$ cat src/rtl/subsec_adjust_pkg.sv
package subsec_adjust_pkg;
  localparam int DELAY_W = 15;
  localparam int CNT_W   = DELAY_W + 1;

  typedef struct packed {
    logic               add1s;
    logic [DELAY_W-1:0] delay;
  } adj_req_t;
endpackage

$ cat src/rtl/subsec_adj_request.sv
module subsec_adj_request
  import subsec_adjust_pkg::*;
(
  input  logic               clk,
  input  logic               rst,
  input  logic               tick,
  input  logic               req_wr,
  input  logic [DELAY_W-1:0] req_delay,
  input  logic               req_add1s,
  input  logic               cnt_msb,
  output logic               pending,
  output logic               err,
  output logic               apply,
  output adj_req_t           held
);
  logic accept;

  assign accept = req_wr && !pending && !cnt_msb;
  assign apply  = pending && tick;

  always_ff @(posedge clk) begin
    if (rst) begin
      pending <= 1'b0;
      err     <= 1'b0;
      held    <= '0;
    end else begin
      if (apply)
        pending <= 1'b0;
      if (accept) begin
        pending     <= 1'b1;
        held.delay  <= req_delay;
        held.add1s  <= req_add1s;
      end
      if (req_wr && !accept)
        err <= 1'b1;
    end
  end

  AST_PEND_DROPS: assert property (@(posedge clk) disable iff (rst)
    (pending && tick) |=> !pending);
  AST_OVF_REFUSED: assert property (@(posedge clk) disable iff (rst)
    (req_wr && cnt_msb && !pending) |=> (!pending && err));
  AST_BUSY_REFUSED: assert property (@(posedge clk) disable iff (rst)
    (req_wr && pending && !tick) |=> (pending && err && $stable(held)));
  AST_ERR_STICKY: assert property (@(posedge clk) disable iff (rst)
    err |=> err);
endmodule

$ cat src/rtl/subsec_counter.sv
module subsec_counter
  import subsec_adjust_pkg::*;
(
  input  logic               clk,
  input  logic               rst,
  input  logic               tick,
  input  logic [DELAY_W-1:0] div_value,
  input  logic               apply,
  input  adj_req_t           held,
  output logic [CNT_W-1:0]   cnt,
  output logic               wrap_pulse,
  output logic               adv_pulse
);
  logic [CNT_W-1:0] base;
  logic [CNT_W-1:0] nxt;
  logic             at_zero;

  assign at_zero = (cnt == '0);
  assign base    = at_zero ? {1'b0, div_value} : cnt - 1'b1;
  assign nxt     = apply ? base + {1'b0, held.delay} : base;

  always_ff @(posedge clk) begin
    if (rst) begin
      cnt        <= {1'b0, div_value};
      wrap_pulse <= 1'b0;
      adv_pulse  <= 1'b0;
    end else begin
      wrap_pulse <= tick && at_zero;
      adv_pulse  <= apply && held.add1s;
      if (tick)
        cnt <= nxt;
    end
  end

  AST_HOLD_IDLE: assert property (@(posedge clk) disable iff (rst)
    !tick |=> $stable(cnt));
  AST_NO_OVERFLOW: assert property (@(posedge clk) disable iff (rst)
    apply |-> !cnt[CNT_W-1]);
  AST_PULSE_ONE: assert property (@(posedge clk) disable iff (rst)
    wrap_pulse |=> !wrap_pulse || $past(tick));
endmodule

$ cat src/rtl/subsec_adjust_top.sv
module subsec_adjust_top
  import subsec_adjust_pkg::*;
(
  input  logic               clk,
  input  logic               rst,
  input  logic               tick,
  input  logic [DELAY_W-1:0] div_value,
  input  logic               req_wr,
  input  logic [DELAY_W-1:0] req_delay,
  input  logic               req_add1s,
  output logic [CNT_W-1:0]   sub_cnt,
  output logic               sec_inc,
  output logic               sec_advance,
  output logic               adj_pending,
  output logic               adj_error
);
  logic     apply;
  adj_req_t held;

  subsec_adj_request u_req (
    .clk       (clk),
    .rst       (rst),
    .tick      (tick),
    .req_wr    (req_wr),
    .req_delay (req_delay),
    .req_add1s (req_add1s),
    .cnt_msb   (sub_cnt[CNT_W-1]),
    .pending   (adj_pending),
    .err       (adj_error),
    .apply     (apply),
    .held      (held)
  );

  subsec_counter u_cnt (
    .clk        (clk),
    .rst        (rst),
    .tick       (tick),
    .div_value  (div_value),
    .apply      (apply),
    .held       (held),
    .cnt        (sub_cnt),
    .wrap_pulse (sec_inc),
    .adv_pulse  (sec_advance)
  );

  AST_ADV_AFTER_APPLY: assert property (@(posedge clk) disable iff (rst)
    sec_advance |-> $past(tick && adj_pending));
  AST_ROLL_RELOAD: assert property (@(posedge clk) disable iff (rst)
    (tick && !adj_pending && sub_cnt == '0) |=> (sec_inc && sub_cnt == {1'b0, div_value}));
endmodule

$ cat config.mk
export PLATFORM = sky130hd
export DESIGN_NAME = subsec_adjust_top
export DESIGN_NICKNAME = d
export VERILOG_FILES = /design/src/rtl/subsec_adjust_pkg.sv /design/src/rtl/subsec_adj_request.sv /design/src/rtl/subsec_counter.sv /design/src/rtl/subsec_adjust_top.sv
export SDC_FILE = /design/constraint.sdc
export NUM_CORES = 1
export LEC_CHECK = 0
export CORE_MARGIN = 10
export CORE_UTILIZATION = 47
export CTS_BUF_LIST = sky130_fd_sc_hd__clkbuf_8
export CTS_CLUSTER_SIZE = 40
export DETAILED_ROUTE_END_ITERATION = 7
export GPL_TIMING_DRIVEN = 0
export PLACE_DENSITY = 0.77
export SYNTH_ARGS = -nofsm -noshare
export SYNTH_HDL_FRONTEND = slang
export SYNTH_SLANG_ARGS = --single-unit
$ cat constraint.sdc
create_clock -name clk -period 4.14 [get_ports clk]
set_clock_uncertainty 0.2 [all_clocks]
set_input_delay 0.414 -clock clk [delete_from_list [all_inputs] [get_ports clk]]
set_output_delay 0.414 -clock clk [all_outputs]
set_load 0.01 [all_outputs]
==> results.md <==
* Status: finished clean
* CP Capture Type: flip-flop
* FF-to-FF Start: u_cnt.cnt[13]
* Pin count of the biggest net entering global routing at 16
* DRC violation count after routing at 0
* Main flop type after synthesis: dfxtp_1
* Wire length of the first global-routing pass at 11800 um
* Final ANT Viol Nets at 0
* CP required at 3.99 ns
* Vias in the first global route at 2481
* Longest Clk Path Bufs at 2
* Number of setup violations in the final report at 0
* Reg2reg setup slack at 0.07 ns
* Seq cells post-synth at 36
* Clk_lat worst skew at 0.30 ns
* CP cell instances: or3_4, or3_1, buf_6, mux2_4, ha_4, fa_2, a21o_1, a31o_4, a211oi_4, nor2_1, xor2_1, a221o_1
* Synth top area share at 17.0%
* Antenna violations before repair at 0
* Critical path class: flip-flop to flip-flop
* Die width at 95.2 um
* Layout area overhead at 34.8%
* Via count at 2589
* Fin crit period at 4.07 ns
* Mapped cell area at 2660 sq um
* Crit path DAT at 3.92 ns
* Multi-input gate area at 1780 sq um
* Commonest non-fill, non-tap cells in the layout: 55 x nand2_1, 54 x clkdlybuf4s50_1, 37 x a21oi_1, 28 x nor2_1, 21 x dfxtp_1
* Input/output buffers at 54
* Hold_sp: u_req.held[8]
* Register area share after synthesis at 32.8%
* R2R cell count at 12
* Share of layout cells above drive strength 1 at 11.3%
* Initial Utilization at 48.2%
* Pwr dens at 330 nW/um^2
* # hold bufs at CTS at 0
* Worst setup path startpoint: u_cnt.cnt[13]
* DRT Pass-1 Iters at 5
* Nets@finish at 450
* Num CTS Buffers at 5
* Largest delay share family, worst path: compound AO/OA/AOI/OAI gates
* Post-layout util at 65.0%
* Startpoint Class: flip-flop
* Worst-Margin Slew at 0.522 ns
* Asr flop ratio synth at 0%
* Commonest non-fill, non-tap cell in the layout: nand2_1
* Hold Path Stages at 2
* Post-Place Cells at 448
* H-tree depth at 2
* Inserted Diodes at 0
* Root buf cell: clkbuf_8
* Max IR drop VDD at 176 uV
* Critical path fanouts, max at 7
* WP buf/inv at 1
* Seq. cell area at 871 sq um
* Initial DRC Count at 116
* Post-Syn Instances at 322
* IO Pins at 55
* Post-route insts no fill at 469
* Pleak at 1.46 nW
* Rel. slew slack at 65.2%
* Post-place setup slack at -0.281 ns
* Hold Path Class: flip-flop to flip-flop
* Fill cell count at 490
* FMAX at 246 MHz
* Fin. Hold Viols at 0
* Avg Inst Size Synth at 8.25 sq um
* Top post-synthesis cells by area: edfxtp_1 17%, dfxtp_1 16%, ha_1 8.5%, nand2_1 7.8%, a21oi_1 7.3%
* Cell area after placement at 3290 sq um
* Yosys Warn Count at 0
* Worst setup margin at 0.0728 ns
* Post-synth net total at 376
* Unrepaired setup endpoints after global routing: yes
* Yosys cell types at 53
* Routed wire length at 7370 um
* Total global routing overflow at 0
* Clock Sinks at 36
* Worst setup path endpoint: u_cnt.cnt[10]
* R2r endpoint: u_cnt.cnt[10]
* Synth area leader: edfxtp_1
* TritonCTS clock tree: built
* Row count at 27
* Critical path depth in cells at 12
* Setup_tns at 0 ns
* Worst stage delay on the critical path at 0.50 ns
* GP Congestion at 0.889
* Aggregate global-route resource usage at 16.2%
* Fin area at 3580 sq um
* Hpwl dp at 5740 um
* Max Transition Viols Final at 0
* CP max stage cell: edfxtp_1
* Max_cap viols at 0
* DIE AREA at 9060 sq um
* Via density per instance at 5.52
* Core area at 5510 sq um
* Clk slew on worst S/H paths at 0.07 ns
* Tcrit/Tclk final at 98.2%
* Die height at 95.2 um
* Number of synthesized flops with an enable pin at 15
* Drt wl/cell at 15.7 um
==> state kept, by name, summed over array words and instances (netlist names) <==
name / flops
u_cnt.adv_pulse: 1
u_cnt.cnt: 16
u_cnt.wrap_pulse: 1
u_req.err: 1
u_req.held: 16
u_req.pending: 1
==> logic make-up (layout without fill, tap and decap cells) <==
kind of cell,Yosys count,after routing,share of synthesized area [%]
buffers and inverters,21,96,3.44
adders and majority gates,19,19,9.23
and+or+nand+nor,122,122,21.6
xor gates and xnor gates,20,20,6.59
DFF,36,36,32.8
muxes,11,11,4.62
AOI/OAI and AO/OA,93,93,21.7
==> power by group <==
group | switching (mW) | internal [mW]
Clock | 0.134 | 0.178
Sequential | 0.0336 | 0.406
Combinational | 0.221 | 0.209
Total | 0.388 | 0.793
==> how the worst min path moves through the flow <==
| stage | to | slack (ns) |
|---|---|---|
| 4_1_cts | u_req.held[8] | 0.27 |
| 3_3_place_gp | u_req.held[15] | 0.25 |
| 3_5_place_dp | u_req.held[8] | 0.25 |
| 5_1_grt | u_req.held[6] | 0.29 |
| 6_report | u_req.held[8] | 0.26 |
| 2_1_floorplan | u_req.held[15] | 0.23 |
==> layout make-up <==
cell class,count,area share [%]
inverters,7,0.734
flip-flops and latches,36,24.3
repair buffers,67,17.8
multi-input cells,265,49.7
clock inverters,3,1.19
clock buffers,5,1.92
plain buffers,14,1.82
well taps,72,2.52
==> stage by stage <==
| step | hold slack [ns] | total power [mW] |
|---|---|---|
| floorplan | 0.232 | 0.690 |
| global placement | 0.246 | 0.824 |
| detailed placement | 0.254 | 0.832 |
| CTS | 0.266 | 1.16 |
| global route | 0.289 | 1.24 |
| finish | 0.264 | 1.18 |
==> worst min-delay path, delay by kind of cell, from the launching register on <==
kind               cells  cell delay (ns)
and+or+nand+nor        1             0.05
DFF                    1             0.32
AOI/OAI and AO/OA      1             0.05
==> cells in the mapped netlist, drive strengths merged (6+ instances only) <==
cell    count
a21o        7
mux2        7
nor4        6
nor3        6
nor2       28
inv         7
xor2       11
a21oi      39
xnor2       9
o21ai      15
nand2      55
and2        6
dfxtp      21
edfxtp     15
clkbuf     11
ha         18
==> routing by layer <==
metal  routed length, um  track usage (%)
met1                3300             20.0
met2                3380             27.6
met3                 565             3.22
met4                 118             5.36
met5                   0                0
==> timing repair <==
| item | 4_1_cts | 5_1_grt |
|---|---|---|
| pin swaps | 3 | 5 |
| buffers inserted | 5 | 8 |
| setup endpoints to repair | 7 | 8 |
| resized for setup | 7 | 9 |
Note: power is estimated with default switching activity, not from simulation.
